[src/rtl/ucd_pkg.sv]
package ucd_pkg;

  localparam logic [15:0] ADDR_FIRST  = 16'h5555;
  localparam logic [15:0] ADDR_SECOND = 16'h2AAA;

  localparam int NUM_CODES = 10;
  localparam int C_AA = 0;
  localparam int C_55 = 1;
  localparam int C_80 = 2;
  localparam int C_A0 = 3;
  localparam int C_90 = 4;
  localparam int C_F0 = 5;
  localparam int C_10 = 6;
  localparam int C_30 = 7;
  localparam int C_40 = 8;
  localparam int C_B0 = 9;

  // code byte for index i sits at bits [8*i +: 8]
  localparam logic [NUM_CODES*8-1:0] CODE_VEC = {
    8'hB0, 8'h40, 8'h30, 8'h10, 8'hF0, 8'h90, 8'hA0, 8'h80, 8'h55, 8'hAA
  };

  typedef enum logic [2:0] {
    ST_IDLE, ST_U1, ST_U2, ST_PGM, ST_E3, ST_E4, ST_E5, ST_BYP
  } ucd_state_t;

  typedef struct packed {
    logic [NUM_CODES-1:0] dataHit;
    logic                 atFirst;
    logic                 atSecond;
  } ucd_match_t;

  typedef struct packed {
    logic take;
    logic issuePgm;
    logic issueSect;
    logic issueChip;
    logic issueLock;
    logic issueSusp;
    logic issueRes;
    logic idSet;
    logic idClr;
  } ucd_strb_t;

endpackage

[src/rtl/ucd_ctrl.sv]
module ucd_ctrl
  import ucd_pkg::*;
(
  input  logic       clk,
  input  logic       rstN,
  input  logic       wrEn,
  input  logic       busy,
  input  ucd_match_t match,
  output ucd_strb_t  strb,
  output logic       inBypass
);

  ucd_state_t state, nextState;

  always_comb begin
    nextState = state;
    strb = '0;
    strb.take = wrEn && !busy;
    if (strb.take) begin
      unique case (state)
        ST_IDLE: begin
          if (match.atFirst && match.dataHit[C_AA]) nextState = ST_U1;
          else if (match.dataHit[C_B0]) strb.issueSusp = 1'b1;
          else if (match.dataHit[C_30]) strb.issueRes = 1'b1;
          else if (match.dataHit[C_F0]) strb.idClr = 1'b1;
        end
        ST_U1: nextState = (match.atSecond && match.dataHit[C_55]) ? ST_U2 : ST_IDLE;
        ST_U2: begin
          nextState = ST_IDLE;
          if (match.atFirst) begin
            if (match.dataHit[C_A0]) nextState = ST_PGM;
            else if (match.dataHit[C_80]) nextState = ST_E3;
            else if (match.dataHit[C_90]) strb.idSet = 1'b1;
            else if (match.dataHit[C_F0]) strb.idClr = 1'b1;
          end
        end
        ST_PGM: begin
          nextState = ST_IDLE;
          strb.issuePgm = 1'b1;
        end
        ST_E3: nextState = (match.atFirst && match.dataHit[C_AA]) ? ST_E4 : ST_IDLE;
        ST_E4: nextState = (match.atSecond && match.dataHit[C_55]) ? ST_E5 : ST_IDLE;
        ST_E5: begin
          nextState = ST_IDLE;
          if (match.dataHit[C_30]) strb.issueSect = 1'b1;
          else if (match.atFirst) begin
            if (match.dataHit[C_10]) strb.issueChip = 1'b1;
            else if (match.dataHit[C_40]) strb.issueLock = 1'b1;
            else if (match.dataHit[C_A0]) nextState = ST_BYP;
          end
        end
        ST_BYP: strb.issuePgm = 1'b1;
        default: nextState = ST_IDLE;
      endcase
    end
  end

  always_ff @(posedge clk) begin
    if (!rstN) state <= ST_IDLE;
    else       state <= nextState;
  end

  assign inBypass = (state == ST_BYP);

  p_busy_hold_r10: assert property (@(posedge clk) disable iff (!rstN)
    (wrEn && busy) |=> $stable(state));

  p_bypass_sticky_r9: assert property (@(posedge clk) disable iff (!rstN)
    (state == ST_BYP) |=> (state == ST_BYP));

  p_prefix_from_idle_r3: assert property (@(posedge clk) disable iff (!rstN)
    (state == ST_U1) |-> ($past(state) == ST_IDLE || $past(state) == ST_U1));

endmodule

[src/rtl/ucd_datapath.sv]
module ucd_datapath
  import ucd_pkg::*;
#(
  parameter int ADDR_W     = 16,
  parameter int DATA_W     = 8,
  parameter int SECT_OFF_W = 12,
  parameter logic [7:0] MFR_CODE = 8'h1F,
  parameter logic [7:0] DEV_CODE = 8'hC0
) (
  input  logic              clk,
  input  logic              rstN,
  input  logic [ADDR_W-1:0] wrAddr,
  input  logic [DATA_W-1:0] wrData,
  input  ucd_strb_t         strb,
  input  logic [ADDR_W-1:0] rdAddr,
  input  logic              sectLocked,
  output ucd_match_t        match,
  output logic              pgmReq,
  output logic              sectEraseReq,
  output logic              chipEraseReq,
  output logic              lockReq,
  output logic              suspendReq,
  output logic              resumeReq,
  output logic [ADDR_W-1:0] reqAddr,
  output logic [DATA_W-1:0] reqData,
  output logic              idMode,
  output logic [DATA_W-1:0] idRdData
);

  localparam logic [SECT_OFF_W-1:0] LOCK_OFF = SECT_OFF_W'(2);

  logic anyIssue;
  logic anyReq;

  for (genvar i = 0; i < NUM_CODES; i++) begin : g_code
    assign match.dataHit[i] = (wrData[7:0] == CODE_VEC[8*i +: 8]);
  end
  assign match.atFirst  = (wrAddr[15:0] == ADDR_FIRST);
  assign match.atSecond = (wrAddr[15:0] == ADDR_SECOND);

  assign anyIssue = strb.issuePgm | strb.issueSect | strb.issueChip |
                    strb.issueLock | strb.issueSusp | strb.issueRes;

  always_ff @(posedge clk) begin
    if (!rstN) begin
      pgmReq       <= 1'b0;
      sectEraseReq <= 1'b0;
      chipEraseReq <= 1'b0;
      lockReq      <= 1'b0;
      suspendReq   <= 1'b0;
      resumeReq    <= 1'b0;
      reqAddr      <= '0;
      reqData      <= '0;
      idMode       <= 1'b0;
    end else begin
      pgmReq       <= strb.take & strb.issuePgm;
      sectEraseReq <= strb.take & strb.issueSect;
      chipEraseReq <= strb.take & strb.issueChip;
      lockReq      <= strb.take & strb.issueLock;
      suspendReq   <= strb.take & strb.issueSusp;
      resumeReq    <= strb.take & strb.issueRes;
      if (strb.take && anyIssue) begin
        reqAddr <= wrAddr;
        reqData <= wrData;
      end
      if (strb.take && strb.idSet)      idMode <= 1'b1;
      else if (strb.take && strb.idClr) idMode <= 1'b0;
    end
  end

  always_comb begin
    idRdData = '0;
    if (idMode) begin
      if (rdAddr == ADDR_W'(0))                   idRdData = DATA_W'(MFR_CODE);
      else if (rdAddr == ADDR_W'(1))              idRdData = DATA_W'(DEV_CODE);
      else if (rdAddr[SECT_OFF_W-1:0] == LOCK_OFF) idRdData = DATA_W'(sectLocked);
    end
  end

  assign anyReq = pgmReq | sectEraseReq | chipEraseReq | lockReq | suspendReq | resumeReq;

  p_one_req_r11: assert property (@(posedge clk) disable iff (!rstN)
    $onehot0({pgmReq, sectEraseReq, chipEraseReq, lockReq, suspendReq, resumeReq}));

  p_req_after_write_r11: assert property (@(posedge clk) disable iff (!rstN)
    anyReq |-> $past(strb.take));

  p_id_stable_r10: assert property (@(posedge clk) disable iff (!rstN)
    !$past(strb.take) |-> $stable(idMode));

  p_id_quiet_r5: assert property (@(posedge clk) disable iff (!rstN)
    !idMode |-> (idRdData == '0));

endmodule

[src/rtl/unlock_cmd_decoder.sv]
module unlock_cmd_decoder
  import ucd_pkg::*;
#(
  parameter int ADDR_W     = 16,
  parameter int DATA_W     = 8,
  parameter int SECT_OFF_W = 12,
  parameter logic [7:0] MFR_CODE = 8'h1F,
  parameter logic [7:0] DEV_CODE = 8'hC0
) (
  input  logic              clk,
  input  logic              rstN,
  input  logic              wrEn,
  input  logic [ADDR_W-1:0] wrAddr,
  input  logic [DATA_W-1:0] wrData,
  input  logic              busy,
  input  logic [ADDR_W-1:0] rdAddr,
  input  logic              sectLocked,
  output logic              pgmReq,
  output logic              sectEraseReq,
  output logic              chipEraseReq,
  output logic              lockReq,
  output logic              suspendReq,
  output logic              resumeReq,
  output logic [ADDR_W-1:0] reqAddr,
  output logic [DATA_W-1:0] reqData,
  output logic              idMode,
  output logic [DATA_W-1:0] idRdData
);

  ucd_match_t match;
  ucd_strb_t  strb;
  logic       inBypass;

  ucd_ctrl u_ctrl (
    .clk      (clk),
    .rstN     (rstN),
    .wrEn     (wrEn),
    .busy     (busy),
    .match    (match),
    .strb     (strb),
    .inBypass (inBypass)
  );

  ucd_datapath #(
    .ADDR_W     (ADDR_W),
    .DATA_W     (DATA_W),
    .SECT_OFF_W (SECT_OFF_W),
    .MFR_CODE   (MFR_CODE),
    .DEV_CODE   (DEV_CODE)
  ) u_dp (
    .clk          (clk),
    .rstN         (rstN),
    .wrAddr       (wrAddr),
    .wrData       (wrData),
    .strb         (strb),
    .rdAddr       (rdAddr),
    .sectLocked   (sectLocked),
    .match        (match),
    .pgmReq       (pgmReq),
    .sectEraseReq (sectEraseReq),
    .chipEraseReq (chipEraseReq),
    .lockReq      (lockReq),
    .suspendReq   (suspendReq),
    .resumeReq    (resumeReq),
    .reqAddr      (reqAddr),
    .reqData      (reqData),
    .idMode       (idMode),
    .idRdData     (idRdData)
  );

  p_bypass_pgm_r9: assert property (@(posedge clk) disable iff (!rstN)
    $past(rstN && inBypass && wrEn && !busy) |-> (pgmReq && !suspendReq && !resumeReq));

  p_req_payload_r2: assert property (@(posedge clk) disable iff (!rstN)
    $past(rstN) && pgmReq |-> (reqData == $past(wrData) && reqAddr == $past(wrAddr)));

  p_reset_quiet_r1: assert property (@(posedge clk)
    !$past(rstN) |-> (!pgmReq && !idMode && !inBypass));

endmodule

[config.mk]
export PLATFORM = sky130hd
export DESIGN_NAME = unlock_cmd_decoder
export DESIGN_NICKNAME = d
export VERILOG_FILES = /design/src/rtl/ucd_pkg.sv /design/src/rtl/ucd_ctrl.sv /design/src/rtl/ucd_datapath.sv /design/src/rtl/unlock_cmd_decoder.sv
export SDC_FILE = /design/constraint.sdc
export NUM_CORES = 1
export LEC_CHECK = 0
export CAP_MARGIN = 20
export CORE_MARGIN = 2
export CORE_UTILIZATION = 40
export CTS_CLUSTER_SIZE = 14
export DETAILED_ROUTE_END_ITERATION = 10
export GPL_TIMING_DRIVEN = 0
export PLACE_DENSITY = 0.77
export SLEW_MARGIN = 10
export SYNTH_ARGS = -nofsm -noshare
export SYNTH_HDL_FRONTEND = slang
export SYNTH_SLANG_ARGS = --single-unit
[constraint.sdc]
create_clock -name clk -period 2.2 [get_ports clk]
set_input_delay 0.22 -clock clk [delete_from_list [all_inputs] [get_ports clk]]
set_output_delay 0.22 -clock clk [all_outputs]
set_load 0.01 [all_outputs]
==> impl_results.rst, run 1 <==
.. list-table::
   :header-rows: 1

   * - Metric
     - Value
   * - Synthesized flop and latch total
     - 34
   * - Clock latency at the later pin of the worst-skew pair
     - ~0.30 ns
   * - CP required
     - about 2.4 ns
   * - Pwr dens
     - around 450 nW/µm²
   * - Max-cap violation count
     - 0
   * - Number of global-route vias before repair
     - roughly 1900
   * - DRT iter0 DRCs
     - ~160
   * - Largest fanout on the critical path
     - 4
   * - Clock transition time at the flip-flop clock pins of the worst setup and hold paths
     - ~0.070 ns
   * - Drt via density
     - approximately 5.4
   * - Diodes inserted
     - 0
   * - Sum Neg Setup Slack
     - 0 ns
   * - Switching portion of total power
     - 0.232
   * - Post-synthesis cell type with the largest combined area
     - dfxtp_1
   * - Avg Inst Size Synth
     - between 8 and 9 µm²
   * - 1st-pass router iterations
     - 4
   * - CP Data Arrival Time
     - around 2.4 ns
   * - Proportion of register bits with asynchronous set or reset after synthesis
     - 0
   * - Number of standard cells in the layout, taps in and fillers out
     - about 360
   * - Proportion of netlist area held by the largest area contributor
     - 0.362
   * - Wire length per cell after detailed routing
     - roughly 15 µm
   * - Post-DP HPWL
     - 4.03 mm
   * - Worst ir drop on vdd
     - 0.000392 V
   * - Number of antenna violations at the first check in global routing
     - 0
   * - Rel. slew slack
     - 0.642
   * - Wire length of the first global-routing pass
     - 8.77 mm
   * - Final net count
     - roughly 350
   * - Die Span X
     - slightly above 70 µm
   * - Hold Path Class
     - input pin to register
   * - Share of cells above drive strength 1
     - 0.171
   * - Starting utilization of the core area
     - 0.423
   * - Max Clock Freq
     - 467 MHz
   * - Flip-flop cell with the highest count after synthesis
     - dfxtp_1
   * - Maximum buffer depth of the clock tree
     - 2
   * - Number of failing hold endpoints at the final stage
     - 0
   * - Total length of routed wires
     - about 5.5 mm
   * - Net count after synthesis
     - 260
   * - Critical path capture point type
     - register
   * - Number of enable-type register cells in the synthesized netlist
     - 0
   * - Power share of the combinational group
     - 0.125
   * - Fraction of the yosys area taken by sequential cells
     - 0.362
   * - Final GP Congestion
     - between 0.9 and 1
   * - Filler instances
     - ~370
   * - Die Outline Area
     - approximately 5300 µm²
   * - Cell area after technology mapping
     - 1880 µm²
   * - GRT Resource Usage Total
     - 0.213
   * - Type of element launching the critical path
     - input pin
   * - Final number of max-transition violations
     - 0
   * - Proportion of power drawn by the clock network
     - 0.413
   * - Crit path kind
     - input pin to register
   * - Clock tree from TritonCTS
     - built
   * - Most instantiated cells after synthesis
     - nand2_1 (62), dfxtp_1 (34), mux2i_1 (24), nor2_1 (9)
   * - Number of placed instances, taps included
     - between 300 and 400
   * - Worst setup skew after layout
     - between 0.004 and 0.005 ns
   * - Number of ports placed on the die boundary
     - 84
   * - Area of all placed cells without fillers
     - 2980 µm²
   * - Internal power of the cells
     - between 1 and 1.5 mW
   * - Clock Tree Root
     - clkbuf_8
   * - Cell leakage power
     - approximately 1.1 nW
   * - Run status
     - finished, final reports clean
   * - Biggest area contributors in the synthesized netlist
     - dfxtp_1 (36%), mux2i_1 (13%), nand2_1 (12%)
   * - Dpl cell area
     - 2750 µm²
   * - Count of cell types in the netlist
     - 48
   * - Syn. warnings
     - 0
   * - CTS buffer count
     - 5
   * - Layout overhead on the synthesized area
     - 58.3%
   * - Cell row count
     - 24
   * - CTS H-tree depth
     - 2
   * - Core area
     - about 4400 µm²
   * - Clock sink count
     - 34
   * - Drc violations
     - 0
   * - Largest net degree at the start of global routing
     - 11
   * - Net switching component of the power
     - slightly above 300 µW
   * - Final worst path period need
     - 2.14 ns
   * - Actual transition at the worst max-transition pin
     - 0.524 ns
   * - Height of the chip
     - slightly above 70 µm
   * - Total setup violations reported at the end of the flow
     - 0
   * - Post-Synthesis Cells
     - between 200 and 250
   * - ANT nets after route
     - 0
   * - Sequential share of power
     - 0.461
   * - Routed vias
     - 1942
   * - Most numerous cell in the Yosys netlist
     - nand2_1
   * - Fraction of the cycle the final worst path needs
     - 0.973
   * - Total gr overflow
     - 0
   * - Quantity of I/O buffers inserted on ports
     - 80
-- layer usage --
metal / GRT usage / vias up / part of all wire / wire length (µm)
li1: - / 950 / - / -
met2: 0.361 / 73 / 0.50 / 2770
met3: 0.0639 / 11 / 0.073 / 401
met4: 0.0782 / 0 / 0.012 / 67
met5: 0 / - / 0 / 0
met1: 0.254 / 908 / 0.41 / 2260
-- area by class of cell --
| class | instances | area [µm²] | share of cell area |
|---|---|---|---|
| Clock buffer | 8 | 110 | 0.0370 |
| Timing Repair Buffer | 87 | 860 | 0.289 |
| Sequential cell | 34 | 681 | 0.229 |
| Tap cell | 52 | 65.1 | 0.0219 |
| Multi-Input combinational cell | 161 | 1090 | 0.366 |
| Buffer | 18 | 164 | 0.0551 |
| Inverter | 2 | 7.51 | 0.00252 |
-- state kept, by name, indices dropped and copies added (netlist names) --
signal	flops
u_ctrl.state	3
u_dp.chipEraseReq	1
u_dp.idMode	1
u_dp.lockReq	1
u_dp.pgmReq	1
u_dp.reqAddr	16
u_dp.reqData	8
u_dp.resumeReq	1
u_dp.sectEraseReq	1
u_dp.suspendReq	1
-- layout by cell type, fill, tap and decap left out, drive strengths merged, types with 2 or more instances in the layout --
master,count
dfxtp,34
clkdlybuf4s50,64
nor3b,2
and4,4
nor2b,2
or3b,2
nand3,4
or4,2
nor4bb,3
o21a,2
and4bb,3
mux2i,24
nor4,4
clkbuf,17
o22ai,2
or3,3
nor3,6
nand4,4
inv,2
or2b,2
nand2,62
o31ai,2
a41oi,2
nor2,9
nor4b,3
buf,20
dlymetal6s2s,5
dlygate4sd2,6
-- stage by stage --
step / setup slack, ns / hold WS, ns / util / power [mW]
floorplan: 0.318 / 0.297 / - / 0.690
global placement: -0.586 / 0.445 / 0.618 / 0.792
detailed placement: -0.673 / 0.447 / 0.618 / 0.794
CTS: 0.0115 / 0.193 / 0.656 / 1.33
global route: -0.0201 / 0.203 / 0.669 / 1.37
finish: 0.0596 / 0.198 / 0.669 / 1.33
-- logic make-up (layout without fill, tap and decap cells) --
group                  count (synthesis)  count (layout)  synth area share
XOR/XNOR                               1               1           0.00466
other                                  1               1           0.00200
flip-flops                            34              34             0.362
AND/OR/NAND/NOR                      119             119             0.338
AO/OA/AOI/OAI                         16              16            0.0759
buffers and inverters                 20             115            0.0892
multiplexers                          24              24             0.128
-- critical path, stage by stage --
cell and delay [ns]:
clkdlybuf4s50_1 0.48, or3_4 0.45, or4_4 0.54, or3_1 0.34, a21oi_1 0.15, o221a_2 0.20
-- final timing paths --
check	depth (start not counted)	end	slack [ns]	startpoint
hold / removal	3	u_dp.sectEraseReq	0.20	wrData[5]
hold reg to reg	2	u_dp.reqData[7]	0.46	u_dp.reqData[7]
setup reg to reg	7	u_dp.reqAddr[12]	0.14	u_ctrl.state[2]
setup / recovery	6	u_ctrl.state[0]	0.06	wrData[0]
-- power groups by stage --
stage / sequential, mW / clock [mW] / combinational (mW)
2_1_floorplan: 0.630 / 0 / 0.0592
3_3_place_gp: 0.630 / 0 / 0.162
3_5_place_dp: 0.630 / 0 / 0.164
4_1_cts: 0.616 / 0.554 / 0.164
5_1_grt: 0.616 / 0.576 / 0.180
6_report: 0.616 / 0.552 / 0.167
-- what timing repair did --
item                                    4_1_cts  5_1_grt
endpoints found under the setup margin       27       26
pin swaps                                     3        4
buffers inserted                              5        2
hold buffers                                  0        0
hold endpoints to repair                      0        0
gates resized for setup                      35       11
(Power assumes the default switching activity.)
==> run 2, diff against run 1 <==
Settings changed: CORE_MARGIN 2 to default.
==> impl_results.rst, run 2 (synthesis gave the netlist of run 1 again) <==
.. list-table::
   :header-rows: 1

   * - Metric
     - Value
   * - Crit path kind
     - input pin to register
   * - GRT Resource Usage Total
     - 0.210
   * - Routed vias
     - roughly 1900
   * - Number of global-route vias before repair
     - between 1500 and 2000
   * - Number of failing hold endpoints at the final stage
     - 0
   * - Worst ir drop on vdd
     - roughly 0.00042 V
   * - Starting utilization of the core area
     - 0.423
   * - Wire length per cell after detailed routing
     - between 10 and 15 µm
   * - Pwr dens
     - between 400 and 500 nW/µm²
   * - Routing usage on met3
     - 0.0798
   * - Cell leakage power
     - ~1.1 nW
   * - Leading cell type in the layout, fill and taps excluded
     - clkdlybuf4s50_1
   * - Worst setup slack before clock tree synthesis
     - -0.624 ns
   * - Max Clock Freq
     - around 470 MHz
   * - Violated checks
     - design-rule violations
   * - RSZ-0062 raised after global routing
     - yes
   * - Sequential share of power
     - 0.485
   * - Share of cells above drive strength 1
     - 0.162
   * - Grt peak-use layer
     - met2
   * - CTS H-tree depth
     - 2
   * - Power share of the combinational group
     - 0.131
   * - Clock latency at the later pin of the worst-skew pair
     - slightly below 0.3 ns
   * - Worst setup skew after layout
     - approximately 0.005 ns
   * - Largest Register
     - u_dp.reqAddr
   * - Drc violations
     - 8
   * - Net switching component of the power
     - just over 300 µW
   * - ANT nets after route
     - 0
   * - CTS buffer count
     - 5
   * - Final WS setup
     - roughly 0.064 ns
   * - Height of the chip
     - between 70 and 80 µm
   * - Core area
     - between 4000 and 5000 µm²
   * - CP Data Arrival Time
     - approximately 2.4 ns
   * - Total length of routed wires
     - roughly 5.1 mm
   * - Run status
     - finished with violations
   * - Maximum buffer depth of the clock tree
     - 2
   * - CP required
     - between 2 and 2.5 ns
   * - Clock tree from TritonCTS
     - built
   * - Flip-flop count of the largest register after layout
     - 16
   * - Switching portion of total power
     - 0.240
   * - Reg-to-reg critical path startpoint
     - u_ctrl.state[2]
   * - Die Span X
     - ~71 µm
   * - Number of antenna violations at the first check in global routing
     - 0
   * - Clock sink count
     - 34
   * - Number of ports placed on the die boundary
     - 84
   * - Total setup violations reported at the end of the flow
     - 0
   * - Quantity of I/O buffers inserted on ports
     - 80
   * - Leading cell types in the layout, fill and taps excluded
     - clkdlybuf4s50_1 (69), nand2_1 (62), dfxtp_1 (34), mux2i_1 (24)
   * - Largest registers
     - u_dp.reqAddr x16, u_dp.reqData x8, u_ctrl.state x3
   * - Final net count
     - 353
   * - Internal power of the cells
     - roughly 960 µW
   * - Diodes inserted
     - 0
   * - Number of standard cells in the layout, taps in and fillers out
     - ~360
   * - Clock transition time at the flip-flop clock pins of the worst setup and hold paths
     - about 0.07 ns
   * - Global routing usage on met1
     - 0.256
   * - Cell row count
     - 24
   * - Launching instance or port of the critical path
     - wrData[7]
   * - Met2 capacity usage during global routing
     - 0.346
   * - Largest fanout on the critical path
     - 7
   * - Type of element launching the critical path
     - input pin
   * - Fraction of the cycle the final worst path needs
     - 0.971
   * - Final number of max-transition violations
     - 0
   * - Hold Path Class
     - input pin to register
   * - Largest net degree at the start of global routing
     - 11
   * - Final hold slack
     - between 0.2 and 0.25 ns
   * - Drt via density
     - 5.20
   * - Max-cap violation count
     - 0
   * - Number of placed instances, taps included
     - approximately 350
   * - Filler instances
     - ~400
   * - Layout overhead on the synthesized area
     - 56.1%
   * - DRT iter0 DRCs
     - 155
   * - Actual transition at the worst max-transition pin
     - between 0.5 and 0.6 ns
   * - Wire length of the first global-routing pass
     - between 8 and 9 mm
   * - Clock Tree Root
     - clkbuf_8
   * - Die Outline Area
     - roughly 5000 µm²
   * - Hold path startpoint
     - wrData[5]
   * - Final GP Congestion
     - 0.852
   * - Proportion of power drawn by the clock network
     - 0.383
   * - Hold bufs inserted after CTS
     - 0
   * - Final worst path period need
     - 2.14 ns
   * - Rel. slew slack
     - 0.658
   * - Total gr overflow
     - 0
   * - Critical path capture point type
     - register
   * - 1st-pass router iterations
     - 7
   * - Post-DP HPWL
     - 3.68 mm
-- run 2: timing repair --
action / CTS / global route
setup buffers: 3 / 3
resized for setup: 27 / 10
setup endpoints to repair: 27 / 28
pin swaps: 3 / 5
-- run 2: worst paths after layout --
check / end / slack (ns) / depth (start not counted)
max reg2reg: u_dp.reqData[2] / 0.16 / 7
max: u_ctrl.state[0] / 0.06 / 6
min reg2reg: u_dp.reqData[1] / 0.46 / 2
min: u_dp.sectEraseReq / 0.21 / 3
-- run 2: per-stage QoR --
step | utilization | power, mW | TNS, ns | instance area (µm²)
after detailed placement | 0.618 | 0.793 | -11.40 | 2750
final | 0.660 | 1.27 | 0 | 2930
after CTS | 0.646 | 1.27 | 0 | 2870
after global routing | 0.660 | 1.31 | -0.0271 | 2930
after global placement | 0.618 | 0.791 | -11.74 | 2750
after floorplan | - | 0.690 | 0 | 1880
-- run 2: cell type report --
cell class              count  area, µm²  area share
clock inverters             1       5.00     0.00171
clock buffers               7       86.3      0.0294
well taps                  52       65.1      0.0222
inverters                   2       7.51     0.00256
flip-flops and latches     34        681       0.232
multi-input cells         161       1070       0.366
repair buffers             86        847       0.289
plain buffers              18        168      0.0571
-- run 2: power groups by stage --
stage                     Sequential (mW)  Clock (mW)  Combinational (mW)
after CTS                           0.616       0.491               0.165
final                               0.616       0.486               0.167
after global placement              0.630           0               0.161
after detailed placement            0.630           0               0.163
after floorplan                     0.630           0              0.0592
after global routing                0.616       0.517               0.181
-- run 2: critical path, cell delays in order --
cell	delay, ns
clkdlybuf4s50_1	0.61
or2b_4	0.34
or4_4	0.49
or3_1	0.34
a21oi_1	0.17
o221a_2	0.20
-- run 2: routing by layer --
layer | routed length (µm) | part of all wire
met5 | 0 | 0
met4 | 61 | 0.012
met3 | 415 | 0.082
met2 | 2410 | 0.47
met1 | 2210 | 0.43
==> run 3, diff against run 2 <==
Settings changed: CORE_UTILIZATION 40 to 42, PLACE_DENSITY 0.77 to 0.81.
==> impl_results.rst, run 3 (synthesis gave the netlist of run 1 again) <==
.. list-table::
   :header-rows: 1

   * - Metric
     - Value
   * - Starting utilization of the core area
     - 0.454
   * - Max-cap violation count
     - 0
   * - Cell row count
     - 23
   * - Max Clock Freq
     - between 400 and 500 MHz
   * - CTS buffer count
     - 5
   * - Sequential share of power
     - 0.482
   * - Clock latency at the later pin of the worst-skew pair
     - slightly below 0.3 ns
   * - Cell breakdown of the critical path
     - clkdlybuf4s50_1 > or4_4 > nor3_4 > nor3b_4 > dlygate4sd2_1
   * - Switching portion of total power
     - 0.244
   * - Number of ports placed on the die boundary
     - 84
   * - Crit path kind
     - input pin to output pin
   * - Core area
     - between 4000 and 5000 µm²
   * - ANT nets after route
     - 0
   * - CTS H-tree depth
     - 2
   * - Die Outline Area
     - 4750 µm²
   * - Maximum buffer depth of the clock tree
     - 2
   * - Routed vias
     - ~1900
   * - Worst path top cell family by delay
     - simple AND/OR/NAND/NOR gates
   * - Clock sink count
     - 34
   * - Type of element launching the critical path
     - input pin
   * - Wire length of the first global-routing pass
     - approximately 8 mm
   * - CP Data Arrival Time
     - ~2.0 ns
   * - Wire length per cell after detailed routing
     - 15.1 µm
   * - Number of global-route vias before repair
     - 1739
   * - Post-DP HPWL
     - 3.78 mm
   * - Clock Tree Root
     - clkbuf_8
   * - Height of the chip
     - between 60 and 70 µm
   * - Hold Path Class
     - input pin to register
   * - Internal power of the cells
     - around 970 µW
   * - Total length of routed wires
     - 5.35 mm
   * - Number of failing hold endpoints at the final stage
     - 0
   * - Largest Register
     - u_dp.reqAddr
   * - Die Span X
     - 68.9 µm
   * - Clock tree from TritonCTS
     - built
   * - Largest net degree at the start of global routing
     - 11
   * - Number of antenna violations at the first check in global routing
     - 0
   * - Final worst path period need
     - ~2.2 ns
   * - Diodes inserted
     - 0
   * - Net switching component of the power
     - roughly 310 µW
   * - Quantity of I/O buffers inserted on ports
     - 80
   * - GRT Resource Usage Total
     - 0.229
   * - RSZ-0062 raised after global routing
     - yes
   * - Bufs and invs on worst path
     - 2
   * - Run status
     - finished, final reports clean
   * - Final WS setup
     - a little over 0.03 ns
   * - Worst setup skew after layout
     - 0.00393 ns
   * - Share of cells above drive strength 1
     - 0.157
   * - CP required
     - ~2.0 ns
   * - DRT iter0 DRCs
     - ~170
   * - Largest fanout on the critical path
     - 4
   * - Share of the core filled with cells in the final layout
     - 0.704
   * - Critical path capture point type
     - output pin
   * - Largest registers
     - u_dp.reqAddr x16, u_dp.reqData x8, u_ctrl.state x3
   * - Leading cell types in the layout, fill and taps excluded
     - clkdlybuf4s50_1 (71), nand2_1 (61), dfxtp_1 (34), mux2i_1 (24), clkbuf_8 (11)
   * - Pwr dens
     - approximately 440 nW/µm²
   * - Power share of the combinational group
     - 0.137
   * - Layout overhead on the synthesized area
     - 55.2%
   * - Filler instances
     - approximately 340
   * - Hold bufs inserted after CTS
     - 0
   * - Flip-flop count of the largest register after layout
     - 16
   * - Drt via density
     - 5.40
   * - 1st-pass router iterations
     - 6
   * - Drc violations
     - 0
   * - Sum Neg Setup Slack
     - 0 ns
   * - Final number of max-transition violations
     - 0
   * - Final hold slack
     - approximately 0.2 ns
   * - Worst path slowest cell
     - or4_4
   * - Largest stage delay on the critical path
     - between 0.5 and 0.6 ns
   * - Total gr overflow
     - 0
   * - Total setup violations reported at the end of the flow
     - 0
   * - Fraction of the cycle the final worst path needs
     - 0.986
   * - Worst setup slack before clock tree synthesis
     - -0.563 ns
   * - Cell leakage power
     - 1.08 nW
   * - Worst ir drop on vdd
     - 0.000351 V
   * - Final GP Congestion
     - between 0.9 and 1
   * - Proportion of power drawn by the clock network
     - 0.382
   * - Final net count
     - roughly 350
   * - Clock transition time at the flip-flop clock pins of the worst setup and hold paths
     - approximately 0.07 ns
   * - Leading cell type in the layout, fill and taps excluded
     - clkdlybuf4s50_1
[run 3: cell count changes in the layout (fill, tap and decap cells not counted), sizes merged]
cell,previous run,this run
buf,19,13
clkdlybuf4s50,69,71
dlygate4sd2,2,4
dlymetal6s2s,4,2
[run 3: metrics by stage]
stage	instance area, µm²	power, mW	std cells
after floorplan	1880	0.690	215
after CTS	2850	1.27	354
after global routing	2920	1.33	355
after global placement	2740	0.791	345
final	2920	1.28	355
after detailed placement	2740	0.793	345
[run 3: final cells by class]
| cell class | count | area (µm²) | share of cell area |
|---|---|---|---|
| multi-input cells | 161 | 1110 | 0.380 |
| repair buffers | 82 | 807 | 0.277 |
| flip-flops and latches | 34 | 681 | 0.233 |
| plain buffers | 18 | 160 | 0.0549 |
| clock buffers | 7 | 86.3 | 0.0296 |
| well taps | 50 | 62.6 | 0.0215 |
| inverters | 2 | 7.51 | 0.00257 |
| clock inverters | 1 | 5.00 | 0.00172 |
[run 3: repair_timing]
item / CTS / global route
buffers inserted: 1 / 1
resized for setup: 18 / 14
endpoints found under the hold margin: 0 / 0
pin swaps: 3 / 4
gates cloned: 0 / 0
endpoints found under the setup margin: 27 / 29
[run 3: tightest hold or removal path: cells and delay by family]
| family | cells | cell delay [ns] |
|---|---|---|
| buffers and inverters | 1 | 0.14 |
| AND/OR/NAND/NOR | 2 | 0.09 |
[run 3: power by group through the flow]
stage,combinational [mW],clock [mW],sequential [mW]
6_report,0.175,0.488,0.616
5_1_grt,0.187,0.523,0.616
4_1_cts,0.165,0.492,0.616
3_5_place_dp,0.163,0,0.630
3_3_place_gp,0.161,0,0.630
2_1_floorplan,0.0592,0,0.630
[run 3: per-layer routing]
metal,vias up,global-route usage,wire length [µm]
li1,934,-,-
met1,893,0.288,2270
met2,85,0.359,2650
met3,6,0.0806,387
met4,0,0.0791,42
met5,-,0,0
[run 3: path summary, 6_finish.rpt]
check / from / cells after the start / slack (ns) / to
worst max-delay path: rdAddr[15] / 5 / 0.03 / idRdData[1]
worst min-delay path: wrData[5] / 3 / 0.20 / u_dp.sectEraseReq
worst max register to register: u_ctrl.state[2] / 7 / 0.05 / u_dp.reqData[6]
worst min register to register: u_dp.reqData[1] / 2 / 0.46 / u_dp.reqData[1]
